`config.mk`:
```
export PLATFORM = sky130hd
export DESIGN_NAME = qpair_load_seq
export DESIGN_NICKNAME = d
export VERILOG_FILES = /design/src/rtl/qpl_pkg.sv /design/src/rtl/qpl_ctrl.sv /design/src/rtl/qpl_steer.sv /design/src/rtl/qpair_load_seq.sv
export SDC_FILE = /design/constraint.sdc
export NUM_CORES = 1
export LEC_CHECK = 0
export ABC_AREA = 1
export BUFFER_PORTS_ARGS = -buffer_cell sky130_fd_sc_hd__buf_2
export CORE_ASPECT_RATIO = 0.6
export CORE_MARGIN = 5
export CORE_UTILIZATION = 40
export CTS_CLUSTER_SIZE = 16
export DETAILED_ROUTE_END_ITERATION = 8
export GPL_TIMING_DRIVEN = 0
export PLACE_DENSITY_LB_ADDON = 0.15
export SYNTH_ARGS = -nofsm -noshare
export SYNTH_HDL_FRONTEND = slang
export SYNTH_SLANG_ARGS = --single-unit
```
`constraint.sdc`:
```
create_clock -name clk -period 1.4 [get_ports clk]
set_input_delay 0 -clock clk [delete_from_list [all_inputs] [get_ports clk]]
set_output_delay 0 -clock clk [all_outputs]
set_load 0.1 [all_outputs]
```
`src/rtl/qpl_pkg.sv`:
```
package qpl_pkg;
  typedef enum logic [2:0] {
    ST_IDLE,
    ST_ASK_LO,
    ST_WAIT_LO,
    ST_ASK_HI,
    ST_WAIT_HI,
    ST_FINISH
  } qpl_state_e;
endpackage

```
`src/rtl/qpl_ctrl.sv`:
```
module qpl_ctrl
  import qpl_pkg::*;
#(
  parameter int AW  = 32,
  parameter int DW  = 64,
  parameter int RIW = 5
) (
  input  logic           clk,
  input  logic           rst,
  input  logic           req_valid,
  input  logic [RIW-1:0] req_tgt,
  input  logic [AW-1:0]  req_addr,
  input  logic           req_le,
  output logic           req_ready,
  output logic           rd_valid,
  input  logic           rd_ready,
  output logic [AW-1:0]  rd_addr,
  input  logic           rsp_valid,
  output logic           cap,
  output logic           cap_hi,
  output logic [RIW-1:0] tgt_q,
  output logic           le_q,
  output logic           done,
  output logic           err
);
  localparam int DBYTES = DW / 8;
  localparam int QOFS   = $clog2(2 * DBYTES);
  localparam int HBIT   = QOFS - 1;

  qpl_state_e st;

  assign req_ready = (st == ST_IDLE);
  assign cap       = rsp_valid && ((st == ST_WAIT_LO) || (st == ST_WAIT_HI));
  assign cap_hi    = (st == ST_WAIT_HI);

  always_ff @(posedge clk) begin
    if (rst) begin
      st       <= ST_IDLE;
      rd_valid <= 1'b0;
      rd_addr  <= '0;
      tgt_q    <= '0;
      le_q     <= 1'b0;
      done     <= 1'b0;
      err      <= 1'b0;
    end else begin
      done <= 1'b0;
      err  <= 1'b0;
      case (st)
        ST_IDLE: begin
          if (req_valid) begin
            if (req_tgt[0]) begin
              err <= 1'b1;
            end else begin
              st       <= ST_ASK_LO;
              rd_valid <= 1'b1;
              rd_addr  <= {req_addr[AW-1:QOFS], {QOFS{1'b0}}};
              tgt_q    <= req_tgt;
              le_q     <= req_le;
            end
          end
        end
        ST_ASK_LO: begin
          if (rd_ready) begin
            rd_valid <= 1'b0;
            st       <= ST_WAIT_LO;
          end
        end
        ST_WAIT_LO: begin
          if (rsp_valid) begin
            rd_valid      <= 1'b1;
            rd_addr[HBIT] <= 1'b1;
            st            <= ST_ASK_HI;
          end
        end
        ST_ASK_HI: begin
          if (rd_ready) begin
            rd_valid <= 1'b0;
            st       <= ST_WAIT_HI;
          end
        end
        ST_WAIT_HI: begin
          if (rsp_valid) st <= ST_FINISH;
        end
        ST_FINISH: begin
          done <= 1'b1;
          st   <= ST_IDLE;
        end
        default: st <= ST_IDLE;
      endcase
    end
  end

  // a pending read request holds until accepted
  p_rd_hold_r3: assert property (@(posedge clk) disable iff (rst)
    rd_valid && !rd_ready |=> rd_valid && $stable(rd_addr));

  // the upper-half read starts only after a response
  p_hi_after_rsp_r3: assert property (@(posedge clk) disable iff (rst)
    rd_valid && !$past(rd_valid) && rd_addr[HBIT] |-> $past(rsp_valid));

  // rejection leaves the block idle with no read
  p_err_idle_r2: assert property (@(posedge clk) disable iff (rst)
    err |-> req_ready && !rd_valid);

  p_err_pulse_r2: assert property (@(posedge clk) disable iff (rst)
    err |=> !err);

  // done is a single-cycle pulse
  p_done_pulse_r7: assert property (@(posedge clk) disable iff (rst)
    done |=> !done);

  // no read request while idle
  p_idle_quiet_r1: assert property (@(posedge clk) disable iff (rst)
    req_ready |-> !rd_valid);
endmodule

```
`src/rtl/qpl_steer.sv`:
```
module qpl_steer #(
  parameter int DW  = 64,
  parameter int RIW = 5
) (
  input  logic           clk,
  input  logic           rst,
  input  logic           cap,
  input  logic           cap_hi,
  input  logic           le,
  input  logic [RIW-1:0] tgt,
  input  logic [DW-1:0]  rsp_data,
  output logic           wr_en,
  output logic [RIW-1:0] wr_idx,
  output logic [DW-1:0]  wr_data
);
  localparam int NB = DW / 8;

  logic [DW-1:0] swapped;

  for (genvar b = 0; b < NB; b++) begin : g_lane
    assign swapped[8*b +: 8] = rsp_data[8*(NB-1-b) +: 8];
  end

  always_ff @(posedge clk) begin
    if (rst) begin
      wr_en   <= 1'b0;
      wr_idx  <= '0;
      wr_data <= '0;
    end else begin
      wr_en <= cap;
      if (cap) begin
        // the lower half lands in the even register only in big-endian mode
        wr_idx  <= {tgt[RIW-1:1], cap_hi ^ le};
        wr_data <= le ? swapped : rsp_data;
      end
    end
  end

  // one write per captured response, never back to back
  p_wr_follows_cap_r6: assert property (@(posedge clk) disable iff (rst)
    wr_en |-> $past(cap));

  p_wr_spaced_r6: assert property (@(posedge clk) disable iff (rst)
    wr_en |=> !wr_en);
endmodule

```
`src/rtl/qpair_load_seq.sv`:
```
module qpair_load_seq #(
  parameter int AW  = 32,
  parameter int DW  = 64,
  parameter int RIW = 5
) (
  input  logic           clk,
  input  logic           rst,
  input  logic           req_valid,
  output logic           req_ready,
  input  logic [RIW-1:0] req_tgt,
  input  logic [AW-1:0]  req_addr,
  input  logic           req_le,
  output logic           rd_valid,
  input  logic           rd_ready,
  output logic [AW-1:0]  rd_addr,
  input  logic           rsp_valid,
  input  logic [DW-1:0]  rsp_data,
  output logic           wr_en,
  output logic [RIW-1:0] wr_idx,
  output logic [DW-1:0]  wr_data,
  output logic           done,
  output logic           err
);
  logic           cap;
  logic           cap_hi;
  logic [RIW-1:0] tgt_q;
  logic           le_q;

  qpl_ctrl #(.AW(AW), .DW(DW), .RIW(RIW)) u_ctrl (
    .clk       (clk),
    .rst       (rst),
    .req_valid (req_valid),
    .req_tgt   (req_tgt),
    .req_addr  (req_addr),
    .req_le    (req_le),
    .req_ready (req_ready),
    .rd_valid  (rd_valid),
    .rd_ready  (rd_ready),
    .rd_addr   (rd_addr),
    .rsp_valid (rsp_valid),
    .cap       (cap),
    .cap_hi    (cap_hi),
    .tgt_q     (tgt_q),
    .le_q      (le_q),
    .done      (done),
    .err       (err)
  );

  qpl_steer #(.DW(DW), .RIW(RIW)) u_steer (
    .clk      (clk),
    .rst      (rst),
    .cap      (cap),
    .cap_hi   (cap_hi),
    .le       (le_q),
    .tgt      (tgt_q),
    .rsp_data (rsp_data),
    .wr_en    (wr_en),
    .wr_idx   (wr_idx),
    .wr_data  (wr_data)
  );

  // completion follows the second write directly
  p_done_after_wr_r7: assert property (@(posedge clk) disable iff (rst)
    done |-> $past(wr_en) && !wr_en);

  // no write while idle without a pending capture
  p_idle_no_wr_r8: assert property (@(posedge clk) disable iff (rst)
    req_ready && !done |-> !wr_en);
endmodule

```
# Word level (Yosys, flattened, before mapping)
# Cells that the tools add are included.
[op_classes] bitwise=4 n_mux=18 reduce_logical=11 eq_ne=12
[ops] cell="64-bit 2-to-1 mux" n=1
[ops] cell="3-bit 2-to-1 mux" n=6
[ops] cell="3-bit case mux with 5 select lines" n=1
[ops] cell="2-bit inequality test (second input constant)" n=6
[ops] cell="4-bit 2-to-1 mux" n=2
[ops] cell="3-bit by 2-bit equality test with 1-bit output (second input constant)" n=2
[ops] cell="3-bit equality test (second input constant)" n=2
[ops] cell="1-bit 2-to-1 mux" n=6
[ops] cell="6-bit AND reduction" n=1
[ops] cell="5-bit AND reduction" n=1
[ops] cell="4-bit AND reduction" n=1
[ops] cell="3-bit by 1-bit equality test with 1-bit output (second input constant)" n=1
[ops] cell="3-bit zero test" n=1
[ops] cell="1-bit inverter" n=3
[ops] cell="1-bit case mux with 3 select lines" n=1
[ops] cell="3-bit AND reduction" n=1
[ops] cell="3-bit nonzero test" n=1
[ops] cell="3-bit OR reduction" n=1
[ops] cell="2-bit by 1-bit inequality test with 1-bit output (second input constant)" n=1
[ops] cell="1-bit case mux with 2 select lines" n=1
[ops] cell="2-bit nonzero test" n=1
[ops] cell="2-bit OR reduction" n=1
[ops] cell="1-bit logical AND" n=1
[ops] cell="1-bit logical OR" n=1
[ops] cell="1-bit XOR" n=1
[totals] in_bits=107 out_inout_bits=106 register_bits=110

# Depth between registers and ports, before layout
[logic_depth] word_depth=4 depth_mapped=10

# Modules after synthesis
# From an unflattened synthesis, not the netlist that was laid out.
[unflattened] cells_unflattened=599 area_unflattened_um2=4579.4
[modules_own_cells] module="qpl_steer" n_inst=1 area_per_inst_um2=2985.4 seq_area_each_um2=1401.3 cells_per_inst=386
[modules_own_cells] module="qpl_ctrl" n_inst=1 area_per_inst_um2=1594.0 seq_area_each_um2=800.8 cells_per_inst=213

# Worst setup path after synthesis
# No wires, ideal clock.
[synth_path] path_type="reg-to-reg" start="register, netlist name u_ctrl.rd_addr[10]" end="register u_ctrl.rd_addr[10]" stages_incl_launch_ff=3 path_slack_ns=0.115 arrival_ns=1.218 setup_ns=0.067 cell_sequence="dfxtp_1 -> o21ai_0 -> nor2_1"
[synth_lines] item="end signal, assigned" line="qpl_ctrl.sv:56" rtl="rd_addr <= {req_addr[AW-1:QOFS], {QOFS{1'b0}}};"
[synth_lines] item="end, declared" line="qpl_ctrl.sv:17" rtl="output logic [AW-1:0] rd_addr,"

# Worst setup path in the final report
[layout_path] start="register u_ctrl.st[1]" end="register u_steer.wr_data[29]"
[layout_via] elab_chain_cells=3
[layout_lines] item="start, declared" line="qpl_ctrl.sv:30" rtl="qpl_state_e st;"
[layout_lines] item="start signal, assigned" line="qpl_ctrl.sv:38" rtl="st <= ST_IDLE;"
[layout_lines] item="start signal, assigned" line="qpl_ctrl.sv:54" rtl="st <= ST_ASK_LO;"
[layout_lines] item="start signal, assigned" line="qpl_ctrl.sv:65" rtl="st <= ST_WAIT_LO;"
[layout_lines] item="3-bit by 2-bit equality test with 1-bit output / 3-bit equality test (equally long branches)" line="qpl_ctrl.sv:33" rtl="assign cap = rsp_valid && ((st == ST_WAIT_LO) || (st == ST_WAIT_HI));"
[layout_lines] item="1-bit logical OR (*)" line="qpl_ctrl.sv:33"
[layout_lines] item="1-bit logical AND (*)" line="qpl_ctrl.sv:33"
[layout_lines] item="end signal, assigned" line="qpl_steer.sv:34" rtl="wr_data <= le ? swapped : rsp_data;"
[layout_lines] item="end, declared" line="qpl_steer.sv:14" rtl="output logic [DW-1:0] wr_data"
# Every way passes the cells marked *; elsewhere a longest branch is shown, timed or not.
# A chain may end at the register's enable or synchronous reset.

==> metrics.txt <==
synth-to-layout area growth 47.3%; net count reported at finish 1084; final setup fails 0; crit share post-route 96.5%; Routed WL 15700 um; area leader, netlist dfxtp_1; num rows 30; Synth top area share 46.8%; Via density 4.62; vias in the first global route 4795; die width 150 um; min Tclk post-route 1.35 ns; flop-to-flop setup slack 0.05 ns; Setup WS pre-CTS -0.161 ns; syn avg cell area 6.64 um^2; Power Density 1540 nW/um^2; Min-Delay Path Class in -> reg; mapped cell area 4700 um^2; Post-route DRC 0; first-pass GRT wire length 24100 um; clock transition at the registers of the reported paths 0.07 ns; CP Class reg -> reg; WL per Instance 13.7 um; share of cells above drive strength 1 29.3%; Worst-Margin Slew 0.598 ns; H-tree levels 3; Post-DP Area 5940 um^2; status finished clean; top-level port count 213; Achievable Freq 0.740 GHz; IO buf count 205; maximum VDD drop 1.04 mV; via count 5279; core footprint 11400 um^2; CTS sink cnt 110; Slew HR 60.1%; Num CTS Buffers 9; worst path required time 1.68 ns; post-synth cell types 24; starting density of the core 41.2%; Synth Register Bits 110; RSZ-0062 raised after global routing true; final worst slack 0.0491 ns; Final Max Slew Viols 0; synth cell count leaders nor2_1 (206), nand2_1 (201), dfxtp_1 (110); worst-path maximum fanout 8; die area 14100 um^2; total global-route track usage 21.4%; cell with the most instances after synthesis nor2_1; pin count of the biggest net entering global routing 19; Syn Inst Count 708; Synth Warn # 0; Post-synth ARST share 0%; Seq/Total Area, Yosys 46.8%; Die Y 94.0 um; hpwl dp 11100 um; DR iter-0 viols 294; antenna violations before repair 0; later-pin clock latency in the skew report 0.35 ns; CTS tree built; Area contributors post-synth dfxtp_1 (47%), nor2_1 (16%), nand2_1 (16%), o21ai_0 (11%), buf_2 (1.8%); startpoint types flop; Lkg Pwr 3.57 nW; CP endpoint kind flop; grt ovf 0; TritonRoute pass-1 iters 5; clock tree root buffer cell clkbuf_16; post-route cell area 6920 um^2; CP arrival 1.63 ns; ys flop type dfxtp_1; Max clock buf depth 2; maximum capacitance violations 0; routability cong. 0.888; clock skew 0.00384 ns; Post-synth EDFFs 0; final count of hold timing violations 0; Routed Antenna Nets 0
==> registers in the layout, indices dropped and copies added, names as in the netlist, 3 cells and up <==
signal / count
u_ctrl.tgt_q: 4
u_ctrl.st: 3
u_steer.wr_data: 64
u_ctrl.rd_addr: 29
u_steer.wr_idx: 5
==> cell families after synthesis <==
kind of cell | Yosys count | share of synthesized area [%]
other | 1 | 0.0798
AOI/OAI and AO/OA | 111 | 11.8
DFF | 110 | 46.8
xor gates and xnor gates | 1 | 0.186
and+or+nand+nor | 425 | 35.1
buffers and inverters | 60 | 6.01
==> per-stage QoR <==
stage / util [%] / cells / TNS [ns] / power (mW) / hold slack (ns)
final: 60.7 / 1143 / 0 / 10.7 / 0.00123
after global routing: 60.7 / 1142 / -0.130 / 11.1 / 0.0196
after CTS: 59.3 / 1136 / -0.397 / 10.6 / 0.00285
after detailed placement: 52.0 / 1075 / -6.26 / 7.64 / 0.228
after global placement: 52.0 / 1075 / -5.43 / 7.63 / 0.224
after floorplan: - / 710 / 0 / 6.86 / 0.0691
==> critical path, stage by stage, from the launching register on <==
cell and delay (ns):
dfxtp_4 0.37, nor2_4 0.16, nand2_2 0.11, nand2_4 0.10
nand2_8 0.09, clkinv_8 0.08, buf_8 0.12, clkbuf_16 0.13
nor2_1 0.04, nor2_1 0.10
==> path summary, 6_finish.rpt <==
path	end	startpoint	cells after the start
max reg2reg	u_steer.wr_data[29]$_SDFFE_PP0P_	u_ctrl.st[1]$_SDFFE_PP0P_	9
max	u_steer.wr_data[29]$_SDFFE_PP0P_	u_ctrl.st[1]$_SDFFE_PP0P_	9
min	u_steer.wr_data[47]$_SDFFE_PP0P_	rsp_data[47]	5
min reg2reg	u_ctrl.rd_addr[3]$_SDFFE_PP0P_	u_ctrl.rd_addr[3]$_SDFFE_PP0P_	2
==> per-layer routing <==
metal  wire length (um)  vias to the layer above  share of wire [%]  GRT usage [%]
met5                  0                        -                  0              0
met4                221                        0                1.4           4.95
met3               1240                       22                7.9           5.74
met2               6640                      188                 42           32.2
met1               7570                     2319                 48           30.6
li1                   -                     2750                  -              -
==> where the power goes <==
| group | internal, mW | total, mW | switching, mW |
|---|---|---|---|
| sequential | 3.45 | 3.61 | 0.164 |
| clock | 1.59 | 2.78 | 1.19 |
| combinational | 0.951 | 4.27 | 3.32 |
| total | 5.99 | 10.7 | 4.67 |
==> cell type report <==
type,count,area (um^2)
Clock inverter,6,93.8
Fill cell,1128,4490
Antenna cell,1,2.50
Inverter,11,56.3
Clock buffer,10,229
Multi-Input combinational cell,540,2260
Buffer,48,318
Timing Repair Buffer,257,1550
Sequential cell,110,2210
Tap cell,160,200
==> cell usage in the layout (no fill, tap or decap), drive strengths merged <==
| cell | synthesis | final |
|---|---|---|
| nand3b | 1 | 1 |
| clkinvlp | 0 | 1 |
| nand4 | 1 | 1 |
| clkinv | 0 | 2 |
| nor3 | 2 | 2 |
| inv | 11 | 12 |
| dfxtp | 110 | 110 |
| xor2 | 1 | 1 |
| nand3 | 8 | 8 |
| dlygate4sd3 | 0 | 39 |
| bufinv | 0 | 2 |
| nor2 | 208 | 208 |
| clkbuf | 18 | 36 |
| conb | 1 | 3 |
| a21oi | 6 | 6 |
| buf | 31 | 240 |
| nand2 | 205 | 205 |
| diode | 0 | 1 |
| o21ai | 105 | 105 |
==> repair_timing <==
action,in CTS,in global routing
gates resized for setup,34,64
setup buffers,6,5
pin swaps,3,13
endpoints found under the setup margin,96,101
hold buffers,39,0
endpoints found under the hold margin,41,0
gates cloned,0,2
Power figures use the tool's default switching activity.
